$ cat config.mk
export PLATFORM = sky130hd
export DESIGN_NAME = i2ct_target
export DESIGN_NICKNAME = d
export VERILOG_FILES = /design/src/rtl/i2ct_pkg.sv /design/src/rtl/i2ct_sync.sv /design/src/rtl/i2ct_cond.sv /design/src/rtl/i2ct_fsm.sv /design/src/rtl/i2ct_target.sv
export SDC_FILE = /design/constraint.sdc
export NUM_CORES = 1
export LEC_CHECK = 0
export BUFFER_PORTS_ARGS = -buffer_cell sky130_fd_sc_hd__buf_2
export CORE_MARGIN = 5
export CORE_UTILIZATION = 59
export DETAILED_ROUTE_END_ITERATION = 8
export GPL_TIMING_DRIVEN = 0
export PLACE_DENSITY = 0.8
export SYNTH_ARGS = -nofsm -noshare
export SYNTH_HDL_FRONTEND = slang
export SYNTH_SLANG_ARGS = --single-unit
$ cat constraint.sdc
create_clock -name clk -period 2.65 [get_ports clk]
set_input_delay 0.53 -clock clk [delete_from_list [all_inputs] [get_ports clk]]
set_output_delay 0.53 -clock clk [all_outputs]
set_load 0.01 [all_outputs]
$ cat src/rtl/i2ct_pkg.sv
`timescale 1ns/1ps
package i2ct_pkg;
  typedef enum logic [2:0] {
    ST_IDLE,
    ST_RX,
    ST_RX_ACK,
    ST_TX,
    ST_TX_ACK,
    ST_SKIP
  } i2ct_state_e;

  typedef enum logic [1:0] {
    K_ADDR,
    K_PTR_HI,
    K_PTR_LO,
    K_DATA
  } i2ct_kind_e;
endpackage

$ cat src/rtl/i2ct_sync.sv
`timescale 1ns/1ps
module i2ct_sync #(
  parameter int W      = 2,
  parameter int STAGES = 2
) (
  input  logic         clk,
  input  logic         rst_n,
  input  logic [W-1:0] d,
  output logic [W-1:0] q
);
  for (genvar b = 0; b < W; b++) begin : g_bit
    logic [STAGES-1:0] chain;
    always_ff @(posedge clk or negedge rst_n) begin
      if (!rst_n) chain <= '1;
      else        chain <= {chain[STAGES-2:0], d[b]};
    end
    assign q[b] = chain[STAGES-1];
  end
endmodule

$ cat src/rtl/i2ct_cond.sv
`timescale 1ns/1ps
module i2ct_cond (
  input  logic clk,
  input  logic rst_n,
  input  logic scl_s,
  input  logic sda_s,
  output logic scl_hi,
  output logic scl_rise,
  output logic scl_fall,
  output logic start,
  output logic stop
);
  logic scl_q, sda_q;

  always_ff @(posedge clk or negedge rst_n) begin
    if (!rst_n) begin
      scl_q <= 1'b1;
      sda_q <= 1'b1;
    end else begin
      scl_q <= scl_s;
      sda_q <= sda_s;
    end
  end

  assign scl_hi   = scl_s;
  assign scl_rise = scl_s & ~scl_q;
  assign scl_fall = ~scl_s & scl_q;
  assign start    = scl_s & scl_q & sda_q & ~sda_s;
  assign stop     = scl_s & scl_q & ~sda_q & sda_s;
endmodule

$ cat src/rtl/i2ct_fsm.sv
`timescale 1ns/1ps
module i2ct_fsm
  import i2ct_pkg::*;
#(
  parameter logic [6:0] DEV_ADDR = 7'h61,
  parameter int         DW       = 8,
  localparam int        PW       = 2 * DW,
  localparam int        CW       = $clog2(DW + 1)
) (
  input  logic          clk,
  input  logic          rst_n,
  input  logic          scl_hi,
  input  logic          scl_rise,
  input  logic          scl_fall,
  input  logic          start,
  input  logic          stop,
  input  logic          sda_s,
  input  logic [DW-1:0] reg_rdata,
  output logic          sda_oe,
  output logic [PW-1:0] reg_addr,
  output logic [DW-1:0] reg_wdata,
  output logic          reg_we
);
  localparam logic [CW-1:0] BITS = CW'(DW);

  i2ct_state_e   st;
  i2ct_kind_e    kind;
  logic [CW-1:0] cnt;
  logic [DW-1:0] sh;
  logic [DW-1:0] tx;
  logic [PW-1:0] ptr;
  logic          we_q;
  logic [DW-1:0] wd_q;
  logic          mack;

  always_ff @(posedge clk or negedge rst_n) begin
    if (!rst_n) begin
      st   <= ST_IDLE;
      kind <= K_ADDR;
      cnt  <= '0;
      sh   <= '0;
      tx   <= '1;
      ptr  <= '0;
      we_q <= 1'b0;
      wd_q <= '0;
      mack <= 1'b0;
    end else begin
      we_q <= 1'b0;
      // pointer step follows the strobe by one cycle
      if (we_q) ptr <= ptr + 1'b1;
      if (stop) begin
        st <= ST_IDLE;
      end else if (start) begin
        st   <= ST_RX;
        kind <= K_ADDR;
        cnt  <= '0;
      end else begin
        unique case (st)
          ST_RX: begin
            if (scl_rise) begin
              sh  <= {sh[DW-2:0], sda_s};
              cnt <= cnt + 1'b1;
            end else if (scl_fall && cnt == BITS) begin
              cnt <= '0;
              unique case (kind)
                K_ADDR: begin
                  if (sh[DW-1:1] == DEV_ADDR) begin
                    st <= ST_RX_ACK;
                    if (!sh[0]) kind <= K_PTR_HI;
                  end else begin
                    st <= ST_SKIP;
                  end
                end
                K_PTR_HI: begin
                  ptr[PW-1:DW] <= sh;
                  kind         <= K_PTR_LO;
                  st           <= ST_RX_ACK;
                end
                K_PTR_LO: begin
                  ptr[DW-1:0] <= sh;
                  kind        <= K_DATA;
                  st          <= ST_RX_ACK;
                end
                K_DATA: begin
                  we_q <= 1'b1;
                  wd_q <= sh;
                  st   <= ST_RX_ACK;
                end
              endcase
            end
          end
          ST_RX_ACK: begin
            if (scl_fall) begin
              cnt <= '0;
              if (kind == K_ADDR) begin
                st <= ST_TX;
                tx <= reg_rdata;
              end else begin
                st <= ST_RX;
              end
            end
          end
          ST_TX: begin
            if (scl_rise) begin
              cnt <= cnt + 1'b1;
            end else if (scl_fall) begin
              if (cnt == BITS) begin
                st  <= ST_TX_ACK;
                cnt <= '0;
                ptr <= ptr + 1'b1;
                tx  <= '1;
              end else if (cnt != '0) begin
                tx <= {tx[DW-2:0], 1'b1};
              end
            end
          end
          ST_TX_ACK: begin
            if (scl_rise) begin
              mack <= ~sda_s;
            end else if (scl_fall) begin
              if (mack) begin
                st <= ST_TX;
                tx <= reg_rdata;
              end else begin
                st <= ST_SKIP;
              end
            end
          end
          default: ;
        endcase
      end
    end
  end

  assign sda_oe    = (st == ST_RX_ACK) | ((st == ST_TX) & ~tx[DW-1]);
  assign reg_addr  = ptr;
  assign reg_we    = we_q;
  assign reg_wdata = wd_q;

  AST_SDA_HOLD: assert property (@(posedge clk) disable iff (!rst_n)
    (scl_hi && $past(scl_hi) && !$past(start) && !$past(stop)) |-> $stable(sda_oe));
  AST_STOP_RELEASE: assert property (@(posedge clk) disable iff (!rst_n)
    stop |=> !sda_oe);
  AST_START_RELEASE: assert property (@(posedge clk) disable iff (!rst_n)
    (start && !stop) |=> !sda_oe);
  AST_WE_SINGLE: assert property (@(posedge clk) disable iff (!rst_n)
    reg_we |=> !reg_we);
  AST_PTR_STEP: assert property (@(posedge clk) disable iff (!rst_n)
    reg_we |=> (reg_addr == $past(reg_addr) + 1'b1));
endmodule

$ cat src/rtl/i2ct_target.sv
`timescale 1ns/1ps
module i2ct_target #(
  parameter logic [6:0] DEV_ADDR    = 7'h61,
  parameter int         DATA_W      = 8,
  parameter int         SYNC_STAGES = 2,
  localparam int        PTR_W       = 2 * DATA_W
) (
  input  logic              clk,
  input  logic              rst_n,
  input  logic              scl_i,
  input  logic              sda_i,
  output logic              sda_oe,
  output logic [PTR_W-1:0]  reg_addr,
  output logic [DATA_W-1:0] reg_wdata,
  output logic              reg_we,
  input  logic [DATA_W-1:0] reg_rdata
);
  logic [1:0] pins_s;
  logic scl_hi, scl_rise, scl_fall, start, stop;

  i2ct_sync #(.W(2), .STAGES(SYNC_STAGES)) u_sync (
    .clk   (clk),
    .rst_n (rst_n),
    .d     ({scl_i, sda_i}),
    .q     (pins_s)
  );

  i2ct_cond u_cond (
    .clk      (clk),
    .rst_n    (rst_n),
    .scl_s    (pins_s[1]),
    .sda_s    (pins_s[0]),
    .scl_hi   (scl_hi),
    .scl_rise (scl_rise),
    .scl_fall (scl_fall),
    .start    (start),
    .stop     (stop)
  );

  i2ct_fsm #(.DEV_ADDR(DEV_ADDR), .DW(DATA_W)) u_fsm (
    .clk       (clk),
    .rst_n     (rst_n),
    .scl_hi    (scl_hi),
    .scl_rise  (scl_rise),
    .scl_fall  (scl_fall),
    .start     (start),
    .stop      (stop),
    .sda_s     (pins_s[0]),
    .reg_rdata (reg_rdata),
    .sda_oe    (sda_oe),
    .reg_addr  (reg_addr),
    .reg_wdata (reg_wdata),
    .reg_we    (reg_we)
  );
endmodule

# After elaboration in Yosys (flattened, before gate mapping)
# Index checks and enable logic that the tools add are counted.
# totals
ff_bits	57
in_bits	12
wordCells	138
# classes
mux	57
add_sub_neg	2
n_eq_ne	32
reduce_logical	17
bitwise_logic	17
# op_table
op	n
$mux W16	8
$mux W8	11
$mux W3	12
$ne A4 B3 Y1 const B	8
$pmux W16 S2	1
$mux W4	7
$pmux W8 S3	1
$add A16 B1 Y16 const B	1
$mux W2	7
$ne A2 B1 Y1 const B	6
$ne A4 B4 Y1 const B	3
$pmux W3 S4	1
$pmux W4 S3	1
$reduce_and A6 Y1	2
$reduce_bool A4 Y1	3
$reduce_and A11 Y1	1
$reduce_and A9 Y1	1
$and A1 B1 Y1	8
$not A1 Y1	8
$reduce_and A4 Y1	2
$eq A7 B7 Y1 const B	1
$reduce_and A7 Y1	1
$eq A3 B2 Y1 const B	2
$mux W1	6
other kinds (19)	23

# Longest topological paths before layout
# Gate-level depths: netlist of the first run.
# logic_depth
word_depth	8
depth_mapped	8
mapped_depth_nobuf	7

# By module
# Synthesis of the first run repeated with hierarchy kept, for this count alone.
# unflattened
hier_cells	380
area_unflattened_um2	3659.8
# by_module_without_submodules
mod	cells_per_inst	seq_area_each_um2	n_inst	area_each_um2
i2ct_fsm	367	1286.2	1	3447.1
i2ct_sync	6	105.1	1	120.1
i2ct_cond	7	52.6	1	92.6

# Worst setup path before layout of the first run
# Ideal clock, no wire load.
# synth_timing
kind	register -> register
startpoint	register u_cond.scl_q
endpoint	register u_fsm.cnt[0]
slack_ns	0.715
arrival_ns	1.810
stages_incl_launch_ff	8
cell_sequence	dfstp_2 > buf_4 > nor2b_4 > buf_4 > nand2_1 > a221o_1 > and2_4 > mux2_4
# synth_via
elab_chain_cells	5
elab_cells_between_ends	20
# synth_lines
element	line	rtl
start: declaration	i2ct_cond.sv:13	logic scl_q, sda_q;
start signal: assignment	i2ct_cond.sv:20	scl_q <= scl_s;
$and A1 B1 Y1 / $not A1 Y1 (equally long branches)	i2ct_cond.sv:28, i2ct_cond.sv:29, i2ct_cond.sv:26	
$and A1 B1 Y1, on equally long branches	i2ct_cond.sv:28, i2ct_cond.sv:26, i2ct_cond.sv:29	
$and A1 B1 Y1 (tied with other cells)	i2ct_cond.sv:28	assign start = scl_s & scl_q & sda_q & ~sda_s;
$ne A4 B3 Y1 (no line) (tied with other cells)	-	
$reduce_and A6 Y1 (no line) / $mux W4 (equally long branches)	-	
end signal: assignment	i2ct_fsm.sv:62	cnt <= cnt + 1'b1;
end signal: assignment	i2ct_fsm.sv:105	cnt <= cnt + 1'b1;
end: declaration	i2ct_fsm.sv:28	logic [CW-1:0] cnt;
# Parallel ways exist; a longest one is shown, timed or not.
# A chain may end at the register's enable or synchronous reset.

# Worst setup path after layout of the first run
# layout_timing
startpoint	register u_fsm.kind[1]
endpoint	register u_fsm.ptr[15], in the netlist u_fsm.reg_addr[15]
# layout_via
elab_chain_cells	7
# layout_lines
element	line	rtl
start: declaration	i2ct_fsm.sv:27	i2ct_kind_e kind;
start signal: assignment	i2ct_fsm.sv:39	kind <= K_ADDR;
start signal: assignment	i2ct_fsm.sv:55	kind <= K_ADDR;
start signal: assignment	i2ct_fsm.sv:69	if (!sh[0]) kind <= K_PTR_HI;
$eq A2 B1 Y1	i2ct_fsm.sv:65	unique case (kind)
$mux W8	i2ct_fsm.sv:65	
$mux W16	i2ct_fsm.sv:63	end else if (scl_fall && cnt == BITS) begin
$mux W16	i2ct_fsm.sv:60	if (scl_rise) begin
$pmux W16 S2	i2ct_fsm.sv:58	unique case (st)
$mux W16	i2ct_fsm.sv:53	end else if (start) begin
$mux W16	i2ct_fsm.sv:51	if (stop) begin
end signal: assignment	i2ct_fsm.sv:50	if (we_q) ptr <= ptr + 1'b1;
end signal: indexed assignment	i2ct_fsm.sv:75	ptr[PW-1:DW] <= sh;
end signal: indexed assignment	i2ct_fsm.sv:80	ptr[DW-1:0] <= sh;
end: declaration	i2ct_fsm.sv:31	logic [PW-1:0] ptr;
# Every way passes these cells.

==> impl_results.html, run 1 <==
<table>
<tr><th>Metric</th><th>Value</th></tr>
<tr><th colspan="2">Logic synthesis</th></tr>
<tr><td>Top cells by area, synth</td><td>sky130_fd_sc_hd__dfrtp_1, sky130_fd_sc_hd__dfstp_2, sky130_fd_sc_hd__mux2_2</td></tr>
<tr><td>Post-Syn Instances</td><td>~380</td></tr>
<tr><td>Cell with the most instances after synthesis</td><td>sky130_fd_sc_hd__dfrtp_1</td></tr>
<tr><td>Sequential fraction of the synthesis area</td><td>0.410</td></tr>
<tr><td>Leading area contributor after synthesis</td><td>sky130_fd_sc_hd__dfrtp_1</td></tr>
<tr><td>Library cells used by synthesis</td><td>68</td></tr>
<tr><td>Number of nets produced by synthesis</td><td>395</td></tr>
<tr><td>Number of warnings issued by yosys</td><td>0</td></tr>
<tr><td>Number of flops mapped to enable cells by yosys</td><td>0</td></tr>
<tr><td>Netlist area before placement</td><td>between 3000 and 4000 um^2</td></tr>
<tr><td>Async S/R FF share, synth</td><td>1.00</td></tr>
<tr><td>Dominant register cell in the synthesized netlist</td><td>sky130_fd_sc_hd__dfrtp_1</td></tr>
<tr><td>Cell types with the highest counts after synthesis</td><td>sky130_fd_sc_hd__dfrtp_1, sky130_fd_sc_hd__nand2_1, sky130_fd_sc_hd__nor2_1</td></tr>
<tr><td>Area share of the largest cell type after synthesis</td><td>0.305</td></tr>
<tr><td>Flops &amp; latches, synth</td><td>between 50 and 60</td></tr>
<tr><td>Average cell area after synthesis</td><td>9.37 um^2</td></tr>
<tr><th colspan="2">STA</th></tr>
<tr><td>Measured slew at the worst slew-check pin</td><td>about 730 ps</td></tr>
<tr><td>Worst Hold Slack</td><td>between 200 and 250 ps</td></tr>
<tr><td>Final setup violation count</td><td>0</td></tr>
<tr><td>Time the final worst path needs with I/O delays and setup</td><td>about 2300 ps</td></tr>
<tr><td>Clk_skew</td><td>around 14 ps</td></tr>
<tr><td>Sum of negative setup slack</td><td>0 ps</td></tr>
<tr><td>Number of hold violations in the final report</td><td>0</td></tr>
<tr><td>Maximum clock rate</td><td>between 400 and 500 MHz</td></tr>
<tr><td>Final critical-path share of the clock period</td><td>0.857</td></tr>
<tr><td>Slew Limit Fails</td><td>0</td></tr>
<tr><td>Worst slew margin relative to its limit</td><td>0.516</td></tr>
<tr><td>RSZ-0062 raised after global routing</td><td>false</td></tr>
<tr><th colspan="2">Pwr</th></tr>
<tr><td>Pleak</td><td>~1.8 nW</td></tr>
<tr><td>Worst voltage drop across the vdd grid</td><td>roughly 0.00045 V</td></tr>
<tr><td>Power density of the placed cells</td><td>approximately 580 nW/um^2</td></tr>
<tr><td>Overall power after layout</td><td>0.00234 W</td></tr>
<tr><th colspan="2">Critical path</th></tr>
<tr><td>Buffers and inverters on the worst path</td><td>2</td></tr>
<tr><td>CP dominant cell by count</td><td>sky130_fd_sc_hd__inv_1</td></tr>
<tr><td>CP peak stage delay</td><td>slightly below 700 ps</td></tr>
<tr><td>Crit path arrival time</td><td>between 2000 and 2500 ps</td></tr>
<tr><td>Critical path launch point type</td><td>flip-flop</td></tr>
<tr><td>Critical path, cell by cell</td><td>inv_1, ha_1, inv_1, a2111oi_2, nor2_1, a221o_1, o21bai_1</td></tr>
<tr><td>Kind of end point of the critical path</td><td>flip-flop</td></tr>
<tr><td>Slowest CP cell</td><td>sky130_fd_sc_hd__a2111oi_2</td></tr>
<tr><td>Crit path max-delay family</td><td>compound AO/OA/AOI/OAI gates</td></tr>
<tr><td>Peak fanout along the critical path</td><td>6</td></tr>
<tr><td>Data required time at the worst endpoint</td><td>approximately 2900 ps</td></tr>
<tr><td>Type of the worst setup path</td><td>flip-flop to flip-flop</td></tr>
<tr><th colspan="2">Final layout</th></tr>
<tr><td>Post-layout nets</td><td>between 400 and 500</td></tr>
<tr><td>Layout overhead on the synthesized area</td><td>14.5%</td></tr>
<tr><td>Non-Filler Cell Area, Final</td><td>roughly 4000 um^2</td></tr>
<tr><td>Area occupied by registers</td><td>approximately 1400 um^2</td></tr>
<tr><td>Post-layout utilization of the core</td><td>0.690</td></tr>
<tr><td>Multi-input combinational cell area</td><td>1930 um^2</td></tr>
<tr><td>Fraction of layout cells with a size suffix above 1</td><td>0.259</td></tr>
<tr><td>Filler cell count in the final layout</td><td>448</td></tr>
<tr><td>Diodes inserted</td><td>0</td></tr>
<tr><th colspan="2">Floorplanning</th></tr>
<tr><td>Area of the placeable core</td><td>approximately 5900 um^2</td></tr>
<tr><td>Die Footprint</td><td>between 7000 and 8000 um^2</td></tr>
<tr><td>Starting density of the core</td><td>0.602</td></tr>
<tr><td>Top Ports</td><td>38</td></tr>
<tr><td>Vertical die dimension</td><td>87.3 um</td></tr>
<tr><td>Chip Width</td><td>around 87 um</td></tr>
<tr><td>Count of standard-cell rows</td><td>28</td></tr>
<tr><th colspan="2">Clock tree</th></tr>
<tr><td>TritonCTS clock tree</td><td>built</td></tr>
<tr><td>Max Root-Sink Buffers</td><td>2</td></tr>
<tr><td>CTS-repair resized insts</td><td>0</td></tr>
<tr><td>Number of clock buffers inserted by TritonCTS</td><td>9</td></tr>
<tr><td>Maximum level of the CTS H-tree</td><td>3</td></tr>
<tr><td>Clock-pin transition on the worst setup and hold timing paths</td><td>approximately 70 ps</td></tr>
<tr><td>Setup Fix Bufs, Post-CTS</td><td>0</td></tr>
<tr><td>Latest clock arrival within the worst-skew pair</td><td>340 ps</td></tr>
<tr><td>CTS hold repair buffers</td><td>0</td></tr>
<tr><td>Clock root buffer</td><td>sky130_fd_sc_hd__clkbuf_8</td></tr>
<tr><td>Count of clock tree sinks</td><td>57</td></tr>
<tr><th colspan="2">Global routing</th></tr>
<tr><td>Global-route wire length before repair</td><td>between 10000 and 15000 um</td></tr>
<tr><td>Most utilized layer in the global route result</td><td>met2</td></tr>
<tr><td>Vias in the first global route</td><td>2974</td></tr>
<tr><td>Met2 track demand over resource</td><td>0.382</td></tr>
<tr><td>Total global routing overflow</td><td>0</td></tr>
<tr><td>Antenna violations before repair</td><td>0</td></tr>
<tr><td>Maximum number of pins on one net before global-route repair</td><td>just under 60</td></tr>
<tr><td>GRT Resource Usage Total</td><td>0.243</td></tr>
<tr><td>Global-route met3 utilization</td><td>0.0634</td></tr>
<tr><td>Met1 usage in global routing</td><td>0.323</td></tr>
<tr><th colspan="2">Run</th></tr>
<tr><td>Number of maximum-capacitance violations</td><td>0</td></tr>
<tr><th colspan="2">Status</th></tr>
<tr><td>Run status</td><td>finished, final reports clean</td></tr>
<tr><th colspan="2">Route</th></tr>
<tr><td>Violation count after the first detailed-route iteration</td><td>319</td></tr>
<tr><td>Number of iterations in the first detailed-routing pass</td><td>5</td></tr>
<tr><td>Vias</td><td>3164</td></tr>
<tr><td>Number of nets with antenna violations after routing</td><td>0</td></tr>
<tr><td>Vias/cell</td><td>approximately 6.3</td></tr>
<tr><td>Routed wire length per instance</td><td>around 17 um</td></tr>
<tr><td>DRC violation count after routing</td><td>0</td></tr>
<tr><td>Wire length after detailed routing</td><td>between 8000 and 9000 um</td></tr>
<tr><th colspan="2">Placed design</th></tr>
<tr><td>IO buf count</td><td>37</td></tr>
<tr><td>Dpl cell area</td><td>between 3000 and 4000 um^2</td></tr>
<tr><td>HPWL reported at the end of detailed placement</td><td>6170 um</td></tr>
<tr><td>Final weighted congestion of routability-driven global placement</td><td>between 0.9 and 1</td></tr>
<tr><th colspan="2">Min path</th></tr>
<tr><td>Class of the tightest hold or removal check</td><td>primary input to async pin</td></tr>
</table>
## layout by cell type, fill, tap and decap left out, types with 4 or more instances in the layout
cell type,instances
sky130_fd_sc_hd__nand3_1,20
sky130_fd_sc_hd__o22ai_1,9
sky130_fd_sc_hd__buf_2,44
sky130_fd_sc_hd__dfrtp_1,43
sky130_fd_sc_hd__buf_4,6
sky130_fd_sc_hd__nor2b_1,4
sky130_fd_sc_hd__xor2_1,8
sky130_fd_sc_hd__clkbuf_1,5
sky130_fd_sc_hd__nand2_1,41
sky130_fd_sc_hd__a31oi_1,7
sky130_fd_sc_hd__a21oi_1,14
sky130_fd_sc_hd__ha_1,7
sky130_fd_sc_hd__nor3_1,9
sky130_fd_sc_hd__o31ai_1,8
sky130_fd_sc_hd__mux2_2,16
sky130_fd_sc_hd__xnor2_1,12
sky130_fd_sc_hd__o21ai_0,21
sky130_fd_sc_hd__nor4_1,4
sky130_fd_sc_hd__o211ai_1,7
sky130_fd_sc_hd__nor2_1,23
sky130_fd_sc_hd__inv_1,14
sky130_fd_sc_hd__clkbuf_8,11
sky130_fd_sc_hd__dfstp_2,14
sky130_fd_sc_hd__a22oi_1,4
sky130_fd_sc_hd__nand2b_1,5
sky130_fd_sc_hd__and3_1,6
## state kept, by name, indices dropped and copies added (netlist names), 2 cells and up
register            count
u_fsm.reg_addr         16
u_sync.g_bit.chain      4
u_fsm.tx                8
u_fsm.sh                8
u_fsm.reg_wdata         8
u_fsm.st                3
u_fsm.cnt               4
u_fsm.kind              2
## per-stage QoR
stage / std cells / setup slack, ps
2_1_floorplan: 376 / 715
4_1_cts: 504 / 388
3_3_place_gp: 488 / 439
3_5_place_dp: 488 / 399
6_report: 504 / 379
5_1_grt: 504 / 169
## power breakdown
| part | internal [W] | leakage (nW) | switching, W | total (W) |
|---|---|---|---|---|
| sequential | 0.000951 | 0.734 | 0.000147 | 0.00110 |
| combinational | 0.000142 | 0.916 | 0.000162 | 0.000304 |
| clock | 0.000577 | 0.115 | 0.000360 | 0.000937 |
## path summary, 6_finish.rpt
path	start	endpoint	slack [ps]	cells past startpoint
max in group asynchronous	rst_n	u_fsm.reg_we$_DFF_PN0_	1920	1
worst max-delay path	u_fsm.kind[1]$_DFFE_PN0P_	u_fsm.reg_addr[15]$_DFF_PN0_	380	7
min in group clk	sda_i	u_sync.g_bit[0].chain[0]$_DFF_PN1_	290	1
worst min-delay path	rst_n	u_fsm.st[2]$_DFFE_PN0P_	250	1
worst min register to register	u_sync.g_bit[1].chain[0]$_DFF_PN1_	u_sync.g_bit[1].chain[1]$_DFF_PN1_	350	0
worst max register to register	u_fsm.kind[1]$_DFFE_PN0P_	u_fsm.reg_addr[15]$_DFF_PN0_	380	7
## worst register-to-register path: cells and delay by family (launching register included)
family	cells	cell delay, ps
compound gates	3	1160
flops	1	410
fa+ha+maj	1	280
buf+inv	2	220
simple gates	1	90
## layer usage
layer,vias to the layer above,share of wire
met5,-,0
met4,0,0.017
met3,20,0.066
met2,127,0.47
met1,1532,0.44
li1,1485,-
## layout make-up
type / count / share of cell area
flip-flops and latches: 57 / 0.358
inverters: 14 / 0.0130
multi-input cells: 287 / 0.479
well taps: 75 / 0.0233
plain buffers: 18 / 0.0239
clock inverters: 5 / 0.0192
clock buffers: 11 / 0.0375
repair buffers: 37 / 0.0465
## cell families after synthesis
family / synth area share
simple gates: 0.230
compound gates: 0.185
flops: 0.410
buf+inv: 0.0422
xor+xnor: 0.0497
mux: 0.0582
fa+ha+maj: 0.0248
No activity file was read; power rests on OpenSTA's default activity.
==> inputs of run 2 (changes only) <==
CORE_UTILIZATION = 53   (was 59)
PLACE_DENSITY = 0.76   (was 0.8)
clock period = 2 ns   (was 2.65 ns; I/O delays follow)
==> impl_results.html, run 2 (synthesized netlist as in run 1, its figures left out) <==
<table>
<tr><th>Metric</th><th>Value</th></tr>
<tr><th colspan="2">Status</th></tr>
<tr><td>Run status</td><td>finished, final reports clean</td></tr>
<tr><th colspan="2">Pwr</th></tr>
<tr><td>Overall power after layout</td><td>0.00343 W (+47%)</td></tr>
<tr><td>Worst voltage drop across the vdd grid</td><td>0.000613 V (+35%)</td></tr>
<tr><td>Switching power share of the total</td><td>0.281 (-0.00558)</td></tr>
<tr><td>Internal power</td><td>0.00247 W (+48%)</td></tr>
<tr><td>Pleak</td><td>1.90 nW (+7.9%)</td></tr>
<tr><td>Power density of the placed cells</td><td>785 nW/um^2 (+35%)</td></tr>
<tr><td>Combinational Power Share</td><td>0.148 (+0.018)</td></tr>
<tr><td>Clock Power Share</td><td>0.423 (+0.022)</td></tr>
<tr><td>Switching power</td><td>0.000963 W (+44%)</td></tr>
<tr><td>Sequential Power Share</td><td>0.429 (-0.040)</td></tr>
<tr><th colspan="2">Floorplanning</th></tr>
<tr><td>Starting density of the core</td><td>0.549 (-0.0536)</td></tr>
<tr><td>Count of standard-cell rows</td><td>29 (+3.6%)</td></tr>
<tr><td>Area of the placeable core</td><td>6420 um^2 (+9.8%)</td></tr>
<tr><td>Chip Width</td><td>91.6 um (+4.9%)</td></tr>
<tr><td>Die Footprint</td><td>8380 um^2 (+10%)</td></tr>
<tr><td>Top Ports</td><td>38 (unchanged)</td></tr>
<tr><td>Vertical die dimension</td><td>91.6 um (+4.9%)</td></tr>
<tr><th colspan="2">Route</th></tr>
<tr><td>Violation count after the first detailed-route iteration</td><td>301 (-5.6%)</td></tr>
<tr><td>DRC violation count after routing</td><td>0 (unchanged)</td></tr>
<tr><td>Routed wire length per instance</td><td>18.2 um (+4.5%)</td></tr>
<tr><td>Number of iterations in the first detailed-routing pass</td><td>5 (unchanged)</td></tr>
<tr><td>Vias</td><td>3282 (+3.7%)</td></tr>
<tr><td>Number of nets with antenna violations after routing</td><td>0 (unchanged)</td></tr>
<tr><td>Vias/cell</td><td>6.30 (+0.34%)</td></tr>
<tr><td>Wire length after detailed routing</td><td>9500 um (+8.0%)</td></tr>
<tr><th colspan="2">Clock tree</th></tr>
<tr><td>Number of clock buffers inserted by TritonCTS</td><td>9 (unchanged)</td></tr>
<tr><td>CTS hold repair buffers</td><td>0 (unchanged)</td></tr>
<tr><td>TritonCTS clock tree</td><td>built</td></tr>
<tr><td>Maximum level of the CTS H-tree</td><td>3 (unchanged)</td></tr>
<tr><td>Clock-pin transition on the worst setup and hold timing paths</td><td>80 ps (about the same)</td></tr>
<tr><td>Max Root-Sink Buffers</td><td>2 (unchanged)</td></tr>
<tr><td>Count of clock tree sinks</td><td>57 (unchanged)</td></tr>
<tr><td>Latest clock arrival within the worst-skew pair</td><td>350 ps (about the same)</td></tr>
<tr><td>Clock root buffer</td><td>sky130_fd_sc_hd__clkbuf_8</td></tr>
<tr><th colspan="2">Global routing</th></tr>
<tr><td>Antenna violations before repair</td><td>0 (unchanged)</td></tr>
<tr><td>Total global routing overflow</td><td>0 (unchanged)</td></tr>
<tr><td>Global-route wire length before repair</td><td>15200 um (+5.8%)</td></tr>
<tr><td>Vias in the first global route</td><td>3136 (+5.4%)</td></tr>
<tr><td>Maximum number of pins on one net before global-route repair</td><td>58 (unchanged)</td></tr>
<tr><td>GRT Resource Usage Total</td><td>0.225 (-0.0180)</td></tr>
<tr><th colspan="2">Critical path</th></tr>
<tr><td>Kind of end point of the critical path</td><td>flip-flop</td></tr>
<tr><td>Worst setup path startpoint</td><td>u_sync.g_bit[1].chain[1]$_DFF_PN1_</td></tr>
<tr><td>Type of the worst setup path</td><td>flip-flop to flip-flop</td></tr>
<tr><td>Critical path launch point type</td><td>flip-flop</td></tr>
<tr><td>Data required time at the worst endpoint</td><td>2220 ps (-650 ps)</td></tr>
<tr><td>FF-to-FF Start</td><td>u_sync.g_bit[1].chain[1]$_DFF_PN1_</td></tr>
<tr><td>Crit path arrival time</td><td>2210 ps (-280 ps)</td></tr>
<tr><td>Peak fanout along the critical path</td><td>9 (+3)</td></tr>
<tr><th colspan="2">Placed design</th></tr>
<tr><td>HPWL reported at the end of detailed placement</td><td>6400 um (+3.7%)</td></tr>
<tr><td>IO buf count</td><td>37 (unchanged)</td></tr>
<tr><td>Final weighted congestion of routability-driven global placement</td><td>0.926 (-1.8%)</td></tr>
<tr><th colspan="2">STA</th></tr>
<tr><td>Time the final worst path needs with I/O delays and setup</td><td>1990 ps (-283 ps)</td></tr>
<tr><td>Clk_skew</td><td>13.6 ps (+0.0908 ps)</td></tr>
<tr><td>Slew Limit Fails</td><td>0 (unchanged)</td></tr>
<tr><td>Number of hold violations in the final report</td><td>0 (unchanged)</td></tr>
<tr><td>Sum of negative setup slack</td><td>0 ps (unchanged)</td></tr>
<tr><td>Worst slew margin relative to its limit</td><td>0.518 (+0.00245)</td></tr>
<tr><td>Maximum clock rate</td><td>503 MHz (+14%)</td></tr>
<tr><td>Measured slew at the worst slew-check pin</td><td>723 ps (-3.68 ps)</td></tr>
<tr><td>Final critical-path share of the clock period</td><td>0.994 (+0.137)</td></tr>
<tr><td>Final setup violation count</td><td>0 (unchanged)</td></tr>
<tr><th colspan="2">Final layout</th></tr>
<tr><td>Leading cell types in the layout, fill and taps excluded</td><td>sky130_fd_sc_hd__buf_2, sky130_fd_sc_hd__nand2_1, sky130_fd_sc_hd__dfrtp_1</td></tr>
<tr><td>Layout overhead on the synthesized area</td><td>23.9%</td></tr>
<tr><td>Post-layout nets</td><td>458 (+3.4%)</td></tr>
<tr><td>Largest register FFs</td><td>16 (unchanged)</td></tr>
<tr><td>Fraction of layout cells with a size suffix above 1</td><td>0.333 (+0.0746)</td></tr>
<tr><td>Diodes inserted</td><td>0 (unchanged)</td></tr>
<tr><th colspan="2">Min path</th></tr>
<tr><td>Class of the tightest hold or removal check</td><td>primary input to async pin</td></tr>
<tr><th colspan="2">Run</th></tr>
<tr><td>Number of maximum-capacitance violations</td><td>0 (unchanged)</td></tr>
</table>
-- run 2: cell types whose count changed in the layout (fill, tap and decap cells not counted), sizes merged --
cell,before,now
clkbuf,16,13
bufinv,2,4
clkinv,2,3
clkinvlp,1,0
buf,50,66
-- run 2: worst max-delay path: stages, from the launching register on --
cell	delay (ps)
sky130_fd_sc_hd__dfstp_2	540
sky130_fd_sc_hd__buf_6	140
sky130_fd_sc_hd__and2b_2	190
sky130_fd_sc_hd__o21ai_0	120
sky130_fd_sc_hd__a221o_1	410
sky130_fd_sc_hd__and2_4	180
sky130_fd_sc_hd__mux2_4	290
-- run 2: worst paths after layout --
path	endpoint	slack, ps	cells past startpoint
max	u_fsm.cnt[0]$_DFFE_PN0P_	10	6
min	u_fsm.reg_addr[2]$_DFF_PN0_	100	1
max reg2reg	u_fsm.cnt[0]$_DFFE_PN0P_	10	6
min reg2reg	u_sync.g_bit[0].chain[1]$_DFF_PN1_	360	0
max in group asynchronous	u_fsm.reg_addr[4]$_DFF_PN0_	1360	1
min in group clk	u_sync.g_bit[1].chain[0]$_DFF_PN1_	160	1
-- run 2: power by group through the flow --
stage / registers (W) / logic [W] / clock network (W)
CTS: 0.00145 / 0.000433 / 0.00147
detailed placement: 0.00147 / 0.000394 / 0
finish: 0.00147 / 0.000508 / 0.00145
global placement: 0.00146 / 0.000378 / 0
floorplan: 0.00138 / 0.000298 / 0
global route: 0.00148 / 0.000551 / 0.00153
-- run 2: timing repair --
item | in CTS | in global routing
setup endpoints to repair | 16 | 32
setup buffers | 7 | 9
gates resized for setup | 13 | 29
gates cloned | 0 | 0
pin swaps | 2 | 5
-- run 2: cell type report --
class | instances | area, um^2
multi-input cells | 287 | 2080
fillers | 510 | 2050
flip-flops and latches | 57 | 1450
repair buffers | 53 | 312
clock inverters | 7 | 143
clock buffers | 9 | 124
plain buffers | 17 | 111
well taps | 77 | 96.3
inverters | 14 | 52.6
-- run 2: metal layers --
| metal | wire length, um | up-vias | track usage |
|---|---|---|---|
| met3 | 751 | 30 | 0.0620 |
| li1 | - | 1517 | - |
| met2 | 4440 | 155 | 0.342 |
| met4 | 253 | 0 | 0.0930 |
| met1 | 4060 | 1580 | 0.303 |
| met5 | 0 | - | 0 |
-- run 2: stage by stage --
step                      cells  hold slack [ps]  utilization  instance area [um^2]  setup WS [ps]
after floorplan             376              104            -                  3520           64.6
after global placement      490              345        0.593                  3810           -215
after detailed placement    490              348        0.593                  3810           -266
after CTS                   513              148        0.651                  4180           3.39
after global routing        521              145        0.680                  4370          -43.9
final                       521              105        0.680                  4370           11.6
==> inputs of run 3 (changes only) <==
ABC_AREA = 1   (was default)
CORE_UTILIZATION = 30   (was 53)
PLACE_DENSITY = default   (was 0.76)
==> impl_results.html, run 3 <==
<table>
<tr><th>Metric</th><th>Value</th></tr>
<tr><th colspan="2">Status</th></tr>
<tr><td>Run status</td><td>finished, final reports clean</td></tr>
<tr><th colspan="2">Floorplanning</th></tr>
<tr><td>Die Footprint</td><td>14700 um^2 (+75%)</td></tr>
<tr><td>Top Ports</td><td>38 (unchanged)</td></tr>
<tr><td>Vertical die dimension</td><td>121 um (+32%)</td></tr>
<tr><td>Chip Width</td><td>121 um (+32%)</td></tr>
<tr><td>Count of standard-cell rows</td><td>40 (+38%)</td></tr>
<tr><td>Starting density of the core</td><td>0.308 (-0.241)</td></tr>
<tr><td>Area of the placeable core</td><td>12100 um^2 (+88%)</td></tr>
<tr><th colspan="2">STA</th></tr>
<tr><td>Worst slew margin relative to its limit</td><td>0.508 (-0.00990)</td></tr>
<tr><td>Final setup violation count</td><td>0 (unchanged)</td></tr>
<tr><td>Slew Limit Fails</td><td>0 (unchanged)</td></tr>
<tr><td>Worst Hold Slack</td><td>134 ps (+29.7 ps)</td></tr>
<tr><td>Measured slew at the worst slew-check pin</td><td>737 ps (+14.9 ps)</td></tr>
<tr><td>RSZ-0062 raised after global routing</td><td>true</td></tr>
<tr><td>Number of hold violations in the final report</td><td>0 (unchanged)</td></tr>
<tr><td>Clk_skew</td><td>8.67 ps (-4.94 ps)</td></tr>
<tr><td>Maximum clock rate</td><td>524 MHz (+4.3%)</td></tr>
<tr><td>Final critical-path share of the clock period</td><td>0.953 (-0.0408)</td></tr>
<tr><td>Time the final worst path needs with I/O delays and setup</td><td>1910 ps (-81.6 ps)</td></tr>
<tr><th colspan="2">Critical path</th></tr>
<tr><td>Kind of end point of the critical path</td><td>flip-flop</td></tr>
<tr><td>Crit path max-delay family</td><td>simple AND/OR/NAND/NOR gates</td></tr>
<tr><td>Peak fanout along the critical path</td><td>6 (-3)</td></tr>
<tr><td>Logic depth of the worst register-to-register path</td><td>11 (+5)</td></tr>
<tr><td>Crit path arrival time</td><td>2120 ps (-90 ps)</td></tr>
<tr><td>CP peak stage delay</td><td>410 ps (-130 ps)</td></tr>
<tr><td>Critical path launch point type</td><td>flip-flop</td></tr>
<tr><td>Reg2reg setup slack</td><td>90 ps (+80 ps)</td></tr>
<tr><td>Type of the worst setup path</td><td>flip-flop to flip-flop</td></tr>
<tr><td>Slowest CP cell</td><td>sky130_fd_sc_hd__dfrtp_1</td></tr>
<tr><td>Number of gates on the worst path with buffers counted</td><td>11 (+5)</td></tr>
<tr><td>Buffers and inverters on the worst path</td><td>2 (+1)</td></tr>
<tr><td>Critical path, cell by cell</td><td>inv_1, ha_1, nand3_2, nor2_4, nand2_2, nand2_1, inv_1, nor2_1, o21ai_0, nand2_1, nand3_1</td></tr>
<tr><td>Data required time at the worst endpoint</td><td>2220 ps (about the same)</td></tr>
<tr><th colspan="2">Logic synthesis</th></tr>
<tr><td>Dominant register cell in the synthesized netlist</td><td>sky130_fd_sc_hd__dfrtp_1</td></tr>
<tr><td>Flops &amp; latches, synth</td><td>57 (unchanged)</td></tr>
<tr><td>Cell with the most instances after synthesis</td><td>sky130_fd_sc_hd__nand2_1</td></tr>
<tr><td>Area share of the largest cell type after synthesis</td><td>0.290 (-0.0152)</td></tr>
<tr><td>Number of nets produced by synthesis</td><td>541 (+37%)</td></tr>
<tr><td>Netlist area before placement</td><td>3710 um^2 (+5.3%)</td></tr>
<tr><td>Async S/R FF share, synth</td><td>1.00 (unchanged)</td></tr>
<tr><td>Number of warnings issued by yosys</td><td>0 (unchanged)</td></tr>
<tr><td>Top cells by area, synth</td><td>sky130_fd_sc_hd__dfrtp_1, sky130_fd_sc_hd__nand2_1, sky130_fd_sc_hd__dfstp_2</td></tr>
<tr><td>Sequential fraction of the synthesis area</td><td>0.389 (-0.0204)</td></tr>
<tr><td>Average cell area after synthesis</td><td>7.11 um^2 (-24%)</td></tr>
<tr><td>Post-Syn Instances</td><td>522 (+39%)</td></tr>
<tr><td>Library cells used by synthesis</td><td>39 (-43%)</td></tr>
<tr><td>Cell types with the highest counts after synthesis</td><td>sky130_fd_sc_hd__nand2_1, sky130_fd_sc_hd__inv_1, sky130_fd_sc_hd__nand3_1</td></tr>
<tr><td>Number of flops mapped to enable cells by yosys</td><td>0 (unchanged)</td></tr>
<tr><td>Leading area contributor after synthesis</td><td>sky130_fd_sc_hd__dfrtp_1</td></tr>
<tr><th colspan="2">Final layout</th></tr>
<tr><td>Diodes inserted</td><td>0 (unchanged)</td></tr>
<tr><td>Fraction of layout cells with a size suffix above 1</td><td>0.198 (-0.135)</td></tr>
<tr><td>Layout overhead on the synthesized area</td><td>20.5%</td></tr>
<tr><td>Post-layout nets</td><td>595 (+30%)</td></tr>
<tr><td>Post-layout utilization of the core</td><td>0.371 (-0.309)</td></tr>
<tr><td>Count of non-filler cells in the finished layout</td><td>749 (+44%)</td></tr>
<tr><td>Leading cell types in the layout, fill and taps excluded</td><td>sky130_fd_sc_hd__nand2_1, sky130_fd_sc_hd__inv_1, sky130_fd_sc_hd__nand3_1</td></tr>
<tr><td>Largest register FFs</td><td>16 (unchanged)</td></tr>
<tr><td>Commonest non-fill, non-tap cell in the layout</td><td>sky130_fd_sc_hd__nand2_1</td></tr>
<tr><td>Non-Filler Cell Area, Final</td><td>4470 um^2 (+2.3%)</td></tr>
<tr><th colspan="2">Route</th></tr>
<tr><td>Vias/cell</td><td>4.97 (-21%)</td></tr>
<tr><td>Number of nets with antenna violations after routing</td><td>0 (unchanged)</td></tr>
<tr><td>Wire length after detailed routing</td><td>10700 um (+12%)</td></tr>
<tr><td>Vias</td><td>3719 (+13%)</td></tr>
<tr><td>Violation count after the first detailed-route iteration</td><td>321 (+6.6%)</td></tr>
<tr><td>Number of iterations in the first detailed-routing pass</td><td>5 (unchanged)</td></tr>
<tr><td>DRC violation count after routing</td><td>0 (unchanged)</td></tr>
<tr><td>Routed wire length per instance</td><td>14.3 um (-22%)</td></tr>
<tr><th colspan="2">Pwr</th></tr>
<tr><td>Sequential Power Share</td><td>0.352 (-0.077)</td></tr>
<tr><td>Switching power share of the total</td><td>0.379 (+0.0986)</td></tr>
<tr><td>Combinational Power Share</td><td>0.347 (+0.199)</td></tr>
<tr><td>Clock Power Share</td><td>0.301 (-0.122)</td></tr>
<tr><td>Worst voltage drop across the vdd grid</td><td>0.000392 V (-36%)</td></tr>
<tr><td>Switching power</td><td>0.00176 W (+82%)</td></tr>
<tr><td>Power density of the placed cells</td><td>1040 nW/um^2 (+32%)</td></tr>
<tr><td>Pleak</td><td>2.27 nW (+19%)</td></tr>
<tr><td>Internal power</td><td>0.00287 W (+16%)</td></tr>
<tr><th colspan="2">Global routing</th></tr>
<tr><td>Vias in the first global route</td><td>3410 (+8.7%)</td></tr>
<tr><td>GRT Resource Usage Total</td><td>0.148 (-0.0773)</td></tr>
<tr><td>Maximum number of pins on one net before global-route repair</td><td>58 (unchanged)</td></tr>
<tr><td>Antenna violations before repair</td><td>0 (unchanged)</td></tr>
<tr><td>Total global routing overflow</td><td>0 (unchanged)</td></tr>
<tr><td>Global-route wire length before repair</td><td>17200 um (+13%)</td></tr>
<tr><th colspan="2">Clock tree</th></tr>
<tr><td>Clock-pin transition on the worst setup and hold timing paths</td><td>60 ps (-20 ps)</td></tr>
<tr><td>CTS hold repair buffers</td><td>0 (unchanged)</td></tr>
<tr><td>Count of clock tree sinks</td><td>57 (unchanged)</td></tr>
<tr><td>TritonCTS clock tree</td><td>built</td></tr>
<tr><td>Number of clock buffers inserted by TritonCTS</td><td>9 (unchanged)</td></tr>
<tr><td>Maximum level of the CTS H-tree</td><td>3 (unchanged)</td></tr>
<tr><td>Clock root buffer</td><td>sky130_fd_sc_hd__clkbuf_16</td></tr>
<tr><td>Max Root-Sink Buffers</td><td>2 (unchanged)</td></tr>
<tr><td>Latest clock arrival within the worst-skew pair</td><td>330 ps (-20 ps)</td></tr>
<tr><th colspan="2">Run</th></tr>
<tr><td>Number of maximum-capacitance violations</td><td>0 (unchanged)</td></tr>
<tr><th colspan="2">Min path</th></tr>
<tr><td>Class of the tightest hold or removal check</td><td>primary input to async pin</td></tr>
<tr><th colspan="2">Placed design</th></tr>
<tr><td>Number of placed instances with taps included</td><td>727 (+48%)</td></tr>
<tr><td>Dpl cell area</td><td>4110 um^2 (+7.9%)</td></tr>
<tr><td>IO buf count</td><td>37 (unchanged)</td></tr>
<tr><td>HPWL reported at the end of detailed placement</td><td>7870 um (+23%)</td></tr>
<tr><td>Final weighted congestion of routability-driven global placement</td><td>0.909 (-1.9%)</td></tr>
</table>
==> run 3: cell types whose count changed after synthesis, sizes merged, moves of 11 or more <==
cell / before / now
o21ai: 24 / 53
inv: 14 / 69
nand2: 41 / 161
nor2: 24 / 38
mux2: 17 / 0
xnor2: 12 / 1
nand3: 21 / 63
==> run 3: through the flow <==
step	setup WS [ps]	total power, W	setup TNS [ps]
detailed placement	-20.2	0.00318	-62.0
CTS	56.6	0.00460	0
finish	93.2	0.00463	0
floorplan	388	0.00275	0
global placement	-0.214	0.00315	-0.214
global route	-47.7	0.00493	-141
==> run 3: logic make-up after synthesis <==
kind of cell / share of synthesized area
simple gates: 0.348
buf+inv: 0.0914
fa+ha+maj: 0.0236
flops: 0.389
mux: 0.00270
xor+xnor: 0.0165
compound gates: 0.129
==> run 3: worst paths after layout <==
path / from / endpoint
min: rst_n / u_fsm.reg_wdata[7]$_DFFE_PN0P_
max in group asynchronous: rst_n / u_fsm.reg_addr[15]$_DFF_PN0_
min reg2reg: u_sync.g_bit[0].chain[0]$_DFF_PN1_ / u_sync.g_bit[0].chain[1]$_DFF_PN1_
max reg2reg: u_fsm.cnt[0]$_DFFE_PN0P_ / u_fsm.reg_addr[13]$_DFF_PN0_
min in group clk: sda_i / u_sync.g_bit[0].chain[0]$_DFF_PN1_
max: u_fsm.cnt[0]$_DFFE_PN0P_ / u_fsm.reg_addr[13]$_DFF_PN0_
==> run 3: layout make-up <==
| cell class | instances | area [um^2] |
|---|---|---|
| buffer | 12 | 90.1 |
| clock buffer | 13 | 250 |
| clock inverter | 3 | 17.5 |
| fill | 1301 | 7590 |
| inverter | 69 | 259 |
| multi-input combinational | 384 | 1970 |
| sequential | 57 | 1440 |
| tap | 168 | 210 |
| timing repair buffer | 43 | 233 |
==> run 3: repair_timing <==
action,CTS,global route
gates resized for setup,2,15
setup endpoints to repair,6,20
buffers inserted,0,6
==> run 3: power groups by stage <==
stage / clock, W / sequential, W / combinational [W]
floorplan: 0 / 0.00160 / 0.00115
global placement: 0 / 0.00164 / 0.00151
detailed placement: 0 / 0.00165 / 0.00153
CTS: 0.00141 / 0.00163 / 0.00155
global route: 0.00147 / 0.00165 / 0.00180
finish: 0.00139 / 0.00163 / 0.00161
==> run 3: routing by layer <==
layer	vias up	GRT usage	share of wire	wire length, um
met4	0	0.0532	0.014	152
met2	109	0.230	0.46	4880
met5	-	0	0	0
met1	1763	0.204	0.46	4920
met3	13	0.0294	0.069	732
li1	1834	-	-	-
